===== config.mk =====
export PLATFORM = sky130hd
export DESIGN_NAME = csel_wait_gen
export DESIGN_NICKNAME = d
export VERILOG_FILES = /design/src/rtl/csw_pkg.sv /design/src/rtl/csw_chan_match.sv /design/src/rtl/csw_prio.sv /design/src/rtl/csw_wait_ctr.sv /design/src/rtl/csel_wait_gen.sv
export SDC_FILE = /design/constraint.sdc
export NUM_CORES = 1
export LEC_CHECK = 0
export BUFFER_PORTS_ARGS = -buffer_cell sky130_fd_sc_hd__buf_2
export CORE_MARGIN = 4
export CORE_UTILIZATION = 30
export CTS_CLUSTER_SIZE = 25
export DETAILED_ROUTE_END_ITERATION = 12
export GPL_ROUTABILITY_DRIVEN = 0
export HOLD_SLACK_MARGIN = 0.1
export PLACE_DENSITY = 0.55
export SLEW_MARGIN = 20
export SYNTH_ARGS = -nofsm -noshare
export SYNTH_HDL_FRONTEND = slang
export SYNTH_SLANG_ARGS = --single-unit

===== constraint.sdc =====
create_clock -name clk -period 3.84 [get_ports clk]
set_input_delay 0.384 -clock clk [delete_from_list [all_inputs] [get_ports clk]]
set_output_delay 0.384 -clock clk [all_outputs]
set_load 0.1 [all_outputs]

===== src/rtl/csw_pkg.sv =====
package csw_pkg;
   localparam int CSW_ADDR_W  = 24;
   localparam int CSW_FIELD_W = 8;
   localparam int CSW_WAIT_W  = 3;
   localparam int CSW_CHANS   = 4;

   typedef enum logic {
      SPACE_MEM = 1'b0,
      SPACE_IO  = 1'b1
   } space_e;
endpackage


===== src/rtl/csw_chan_match.sv =====
module csw_chan_match
   import csw_pkg::*;
#(
   parameter int AW      = CSW_ADDR_W,
   parameter int FW      = CSW_FIELD_W,
   parameter int MEM_LSB = 16,
   parameter int IO_LSB  = 8
) (
   input  logic          en,
   input  logic          space,
   input  logic [FW-1:0] lo,
   input  logic [FW-1:0] hi,
   input  logic [AW-1:0] addr,
   input  logic          mreq,
   input  logic          iorq,
   output logic          hit
);
   logic [FW-1:0] page;
   logic [FW-1:0] sect;
   logic          mem_hit;
   logic          io_hit;

   assign page    = addr[MEM_LSB +: FW];
   assign sect    = addr[IO_LSB +: FW];
   assign mem_hit = mreq && (page >= lo) && (page <= hi);
   assign io_hit  = iorq && (sect == lo);

   always_comb begin
      if (!en)
         hit = 1'b0;
      else if (space_e'(space) == SPACE_IO)
         hit = io_hit;
      else
         hit = mem_hit;
   end
endmodule


===== src/rtl/csw_prio.sv =====
module csw_prio #(
   parameter int N = 4
) (
   input  logic [N-1:0] req,
   output logic [N-1:0] gnt
);
   logic taken;

   always_comb begin
      gnt   = '0;
      taken = 1'b0;
      for (int i = 0; i < N; i++) begin
         if (req[i] && !taken) begin
            gnt[i] = 1'b1;
            taken  = 1'b1;
         end
      end
   end
endmodule


===== src/rtl/csw_wait_ctr.sv =====
module csw_wait_ctr #(
   parameter int WW = 3
) (
   input  logic          clk,
   input  logic          rst_n,
   input  logic          bus_act,
   input  logic          hit_any,
   input  logic [WW-1:0] wsel,
   input  logic          wait_in,
   output logic          rdy
);
   logic          act_q;
   logic          start;
   logic [WW-1:0] cnt_q;
   logic [WW-1:0] remaining;

   assign start     = bus_act && !act_q;
   assign remaining = start ? wsel : cnt_q;
   assign rdy       = !bus_act || !hit_any || ((remaining == '0) && !wait_in);

   always_ff @(posedge clk or negedge rst_n) begin
      if (!rst_n) begin
         act_q <= 1'b0;
         cnt_q <= '0;
      end else begin
         act_q <= bus_act;
         if (!bus_act || !hit_any)
            cnt_q <= '0;
         else if (start)
            cnt_q <= (wsel == '0) ? '0 : wsel - 1'b1;
         else if (cnt_q != '0)
            cnt_q <= cnt_q - 1'b1;
      end
   end
endmodule


===== src/rtl/csel_wait_gen.sv =====
module csel_wait_gen
   import csw_pkg::*;
#(
   parameter int NCH     = CSW_CHANS,
   parameter int AW      = CSW_ADDR_W,
   parameter int FW      = CSW_FIELD_W,
   parameter int WW      = CSW_WAIT_W,
   parameter int MEM_LSB = 16,
   parameter int IO_LSB  = 8
) (
   input  logic              clk,
   input  logic              rst_n,
   input  logic [AW-1:0]     addr,
   input  logic              mreq,
   input  logic              iorq,
   input  logic              rd,
   input  logic              wr,
   input  logic              wait_in,
   input  logic [NCH-1:0]    cfg_en,
   input  logic [NCH-1:0]    cfg_io,
   input  logic [NCH*FW-1:0] cfg_lo,
   input  logic [NCH*FW-1:0] cfg_hi,
   input  logic [NCH*WW-1:0] cfg_wait,
   output logic [NCH-1:0]    cs,
   output logic              rdy
);
   localparam int MEM_TOP = MEM_LSB + FW;
   localparam int IO_TOP  = IO_LSB + FW;

   if (NCH < 1 || NCH > 16) begin : g_bad_nch
      $error("csel_wait_gen: NCH out of range");
   end
   if (MEM_TOP > AW || IO_TOP > AW) begin : g_bad_field
      $error("csel_wait_gen: decode field outside address bus");
   end
   if (WW < 1) begin : g_bad_ww
      $error("csel_wait_gen: wait field too narrow");
   end

   logic [NCH-1:0] hit;
   logic [NCH-1:0] gnt;
   logic [WW-1:0]  wsel;
   logic           bus_act;

   for (genvar c = 0; c < NCH; c++) begin : g_chan
      csw_chan_match #(
         .AW(AW), .FW(FW), .MEM_LSB(MEM_LSB), .IO_LSB(IO_LSB)
      ) u_match (
         .en   (cfg_en[c]),
         .space(cfg_io[c]),
         .lo   (cfg_lo[c*FW +: FW]),
         .hi   (cfg_hi[c*FW +: FW]),
         .addr (addr),
         .mreq (mreq),
         .iorq (iorq),
         .hit  (hit[c])
      );
   end

   csw_prio #(.N(NCH)) u_prio (
      .req(hit),
      .gnt(gnt)
   );

   always_comb begin
      wsel = '0;
      for (int i = 0; i < NCH; i++)
         if (gnt[i])
            wsel = cfg_wait[i*WW +: WW];
   end

   assign bus_act = (mreq || iorq) && (rd || wr);
   assign cs      = gnt;

   csw_wait_ctr #(.WW(WW)) u_wait (
      .clk    (clk),
      .rst_n  (rst_n),
      .bus_act(bus_act),
      .hit_any(|gnt),
      .wsel   (wsel),
      .wait_in(wait_in),
      .rdy    (rdy)
   );
endmodule


==> reports/summary.txt <==
outcome - completed
I/O pins - 120
Req. time, crit path - 3460 ps
cell count after synthesis - 337
number of antenna violations at the first check in global routing - 0
cells along the critical path - buf_2, inv_1, ha_1, nand2b_1, a2111oi_1, o31ai_1, a31oi_2, buf_4, o22ai_1, mux2i_2, o211ai_2, o41ai_4, buf_12
average instance area after synthesis - 7.71 µm²
count of buffers from port buffering - 111
per-cell via count in the routed design - 4.83
setup clock skew after layout - 1.96 ps
first-pass GRT wire length - 13100 µm
Internal - 0.268 mW
number of distinct library cells after synthesis - 56
vias in the first global route - 2751
Final Hold Vio Count - 0
dominant cells by area after synthesis - sky130_fd_sc_hd__ha_1 (33%), sky130_fd_sc_hd__inv_1 (10%), sky130_fd_sc_hd__xnor2_1 (5.4%), sky130_fd_sc_hd__xor2_1 (5.4%), sky130_fd_sc_hd__a21oi_1 (4.0%)
flip-flop and latch count after synthesis - 4
CP endpoint kind - output port
critical path launch point type - input pin
Final Max Slew Viols - 0
number of nets in the synthesized netlist - 520
delay of the slowest critical-path stage - 510 ps
fin crit share - 94.1%
Rows - 33
sequential-to-total area share from yosys stat - 3.85%
number of design-rule violations left by the first detailed-router iteration - 72
number of setup violations in the final report - 0
CTS Buf Count - 3
Arr. time, crit path - 3230 ps
power share of the combinational group - 72.4%
worst slew margin relative to its limit - 67.5%
die span in y - 101 µm
P&R area growth vs syn - 30.3%
vias - 2699
count of fill cells added during filler insertion - 901
post-DR wirelength/cell - 14.7 µm
total standard cell area after synthesis - 2600 µm²
count of clock tree sinks - 4
switching power - 0.213 mW
kind of path behind the tightest hold check - in2async
ys async rst share - 100%
Worst R2R Start - u_wait.cnt_q[0]$_DFFE_PN0P_
worst hold margin - 501 ps
Worst R2R Setup Slack - 2120 ps
CP Max Fanout - 6
area of the core region - 8340 µm²
initial standard-cell utilization of the core - 31.2%
maximum VDD drop - 190 µV
Worst Tran Pin Value - 482 ps
DR pass1 iterations - 4
number of antenna repair diodes - 0
nets - 639
overall die area - 10200 µm²
reg-to-reg critical path endpoint - u_wait.cnt_q[0]$_DFFE_PN0P_
Root Buffer Master - sky130_fd_sc_hd__clkbuf_8
cell with the largest stage delay on the worst path - sky130_fd_sc_hd__a2111oi_1
most frequent cells in the layout - sky130_fd_sc_hd__buf_2 (110), sky130_fd_sc_hd__inv_1 (71), sky130_fd_sc_hd__ha_1 (68), sky130_fd_sc_hd__a21oi_1 (21)
Congestion Overflow GR - 0
share of total power in sequential cells - 9.7%
post-detail-place hpwl - 7360 µm
Synth area leader - sky130_fd_sc_hd__ha_1
clock slew at the register clock pins of the worst setup and hold paths - 30 ps
remaining number of nets flagged by the antenna check after routing - 0
most common cell after layout, fill and taps aside - sky130_fd_sc_hd__buf_2
maximum number of buffers from clock root to sink - 2
EDFF count, synth - 0
Residual DRC - 0
maximum number of pins on one net before global-route repair - 9
unrepaired setup endpoints after global routing - no
total track usage - 15.9%
post-route setup TNS - 0 ps
Post-Route WL - 8230 µm
Switching Fraction - 44.3%
classification of the worst setup path - in2out
time the worst path needs with I/O delays and setup - 3610 ps
static leakage - 1.88 nW
Max-cap violations - 0
cell count after placement - 554
portion of synthesized cell area occupied by the leading cell type - 32.7%
clock tree from TritonCTS - built
number of standard cells in the final layout excluding fillers - 559
most used flip-flop cell after synthesis - sky130_fd_sc_hd__dfrtp_1
count of cells along the worst register-to-register path - 7
Clk Latency, worst-skew pair - 210 ps
H-tree levels - 1
total power divided by cell area - 142 nW/µm²
final core occ - 40.6%
Ys Warns - 0
Die Wd - 101 µm
Clk network pwr share - 17.9%
proportion of layout cells with a drive suffix above 1 - 30.2%
Fmax - 0.277 GHz
## state kept, by name, indices dropped and copies added, names as in the netlist
register,flops
u_wait.act_q,1
u_wait.cnt_q,3
## cells by family (layout without fill, tap and decap cells)
kind of cell	after synthesis	after routing	synth area share, %
fa+ha+maj	68	68	32.7
compound gates	79	79	24.4
buf+inv	75	192	11.0
mux	3	3	1.16
flops	4	4	3.85
xor+xnor	32	32	10.8
simple gates	76	76	16.1
## power groups by stage
| stage | registers, mW | clock network, mW | logic, mW |
|---|---|---|---|
| floorplan | 0.0454 | 0 | 0.210 |
| global placement | 0.0470 | 0 | 0.336 |
| detailed placement | 0.0470 | 0 | 0.346 |
| CTS | 0.0465 | 0.0890 | 0.349 |
| global route | 0.0469 | 0.0938 | 0.397 |
| finish | 0.0466 | 0.0860 | 0.348 |
## area by class of cell
type | count | area (µm²) | area share (%)
Tap cell | 105 | 131 | 3.88
Multi-Input combinational cell | 258 | 2230 | 65.8
Clock buffer | 3 | 41.3 | 1.22
Inverter | 73 | 274 | 8.09
Sequential cell | 4 | 100 | 2.96
Timing Repair Buffer | 116 | 611 | 18.0
## Yosys cell counts, types with 2 or more instances
library cell and instances:
sky130_fd_sc_hd__a31oi_1 2, sky130_fd_sc_hd__ha_1 68, sky130_fd_sc_hd__xor2_1 16, sky130_fd_sc_hd__nand3b_1 2, sky130_fd_sc_hd__nand2b_1 6, sky130_fd_sc_hd__and4_1 2, sky130_fd_sc_hd__o21ai_0 10, sky130_fd_sc_hd__o22ai_1 2
sky130_fd_sc_hd__o21ai_1 2, sky130_fd_sc_hd__a221oi_1 3, sky130_fd_sc_hd__inv_1 71, sky130_fd_sc_hd__o31ai_1 3, sky130_fd_sc_hd__a211oi_1 4, sky130_fd_sc_hd__mux2i_1 3, sky130_fd_sc_hd__inv_2 2, sky130_fd_sc_hd__nor2_1 12
sky130_fd_sc_hd__nand4_1 10, sky130_fd_sc_hd__a2111oi_4 2, sky130_fd_sc_hd__o21a_1 6, sky130_fd_sc_hd__dfrtp_1 4, sky130_fd_sc_hd__o211ai_1 4, sky130_fd_sc_hd__o31a_1 2, sky130_fd_sc_hd__nor4_1 4, sky130_fd_sc_hd__nand3_1 6
sky130_fd_sc_hd__nand2_1 16, sky130_fd_sc_hd__a21oi_1 21, sky130_fd_sc_hd__nor2b_1 6, sky130_fd_sc_hd__xnor2_1 16, sky130_fd_sc_hd__nor3_1 5
## how the worst max path moves through the flow
stage,start,to,slack [ps]
after floorplan,addr[16],rdy,4
after global placement,addr[16],rdy,150
final,addr[16],rdy,230
after global routing,addr[16],rdy,70
after CTS,addr[16],rdy,40
after detailed placement,addr[16],rdy,40
## stage by stage
stage          power, mW  setup WS (ps)  instance area [µm²]
6_report           0.480            225                 3390
5_1_grt            0.537           68.2                 3390
4_1_cts            0.484           36.9                 3370
3_5_place_dp       0.393           40.4                 3320
3_3_place_gp       0.383            152                 3320
2_1_floorplan      0.256           4.46                 2610
## repair_timing
item	CTS	global route
hold buffers	1	0
endpoints found under the hold margin	4	0
buffers inserted	0	1
setup endpoints to repair	0	1
gates resized for setup	0	2
## worst max-delay path, delay by kind of cell
kind / cells / cell delay (ps)
fa+ha+maj: 1 / 270
simple gates: 1 / 150
compound gates: 6 / 1470
mux: 1 / 260
buf+inv: 4 / 680
## per-layer routing
layer / vias up / GRT usage [%] / share of wire (%)
met3: 8 / 1.66 / 5.2
met1: 1197 / 20.5 / 45
li1: 1426 / - / -
met5: - / 0 / 0
met4: 0 / 3.48 / 1.1
met2: 68 / 28.2 / 49
Note: power is estimated with default switching activity, not from simulation.
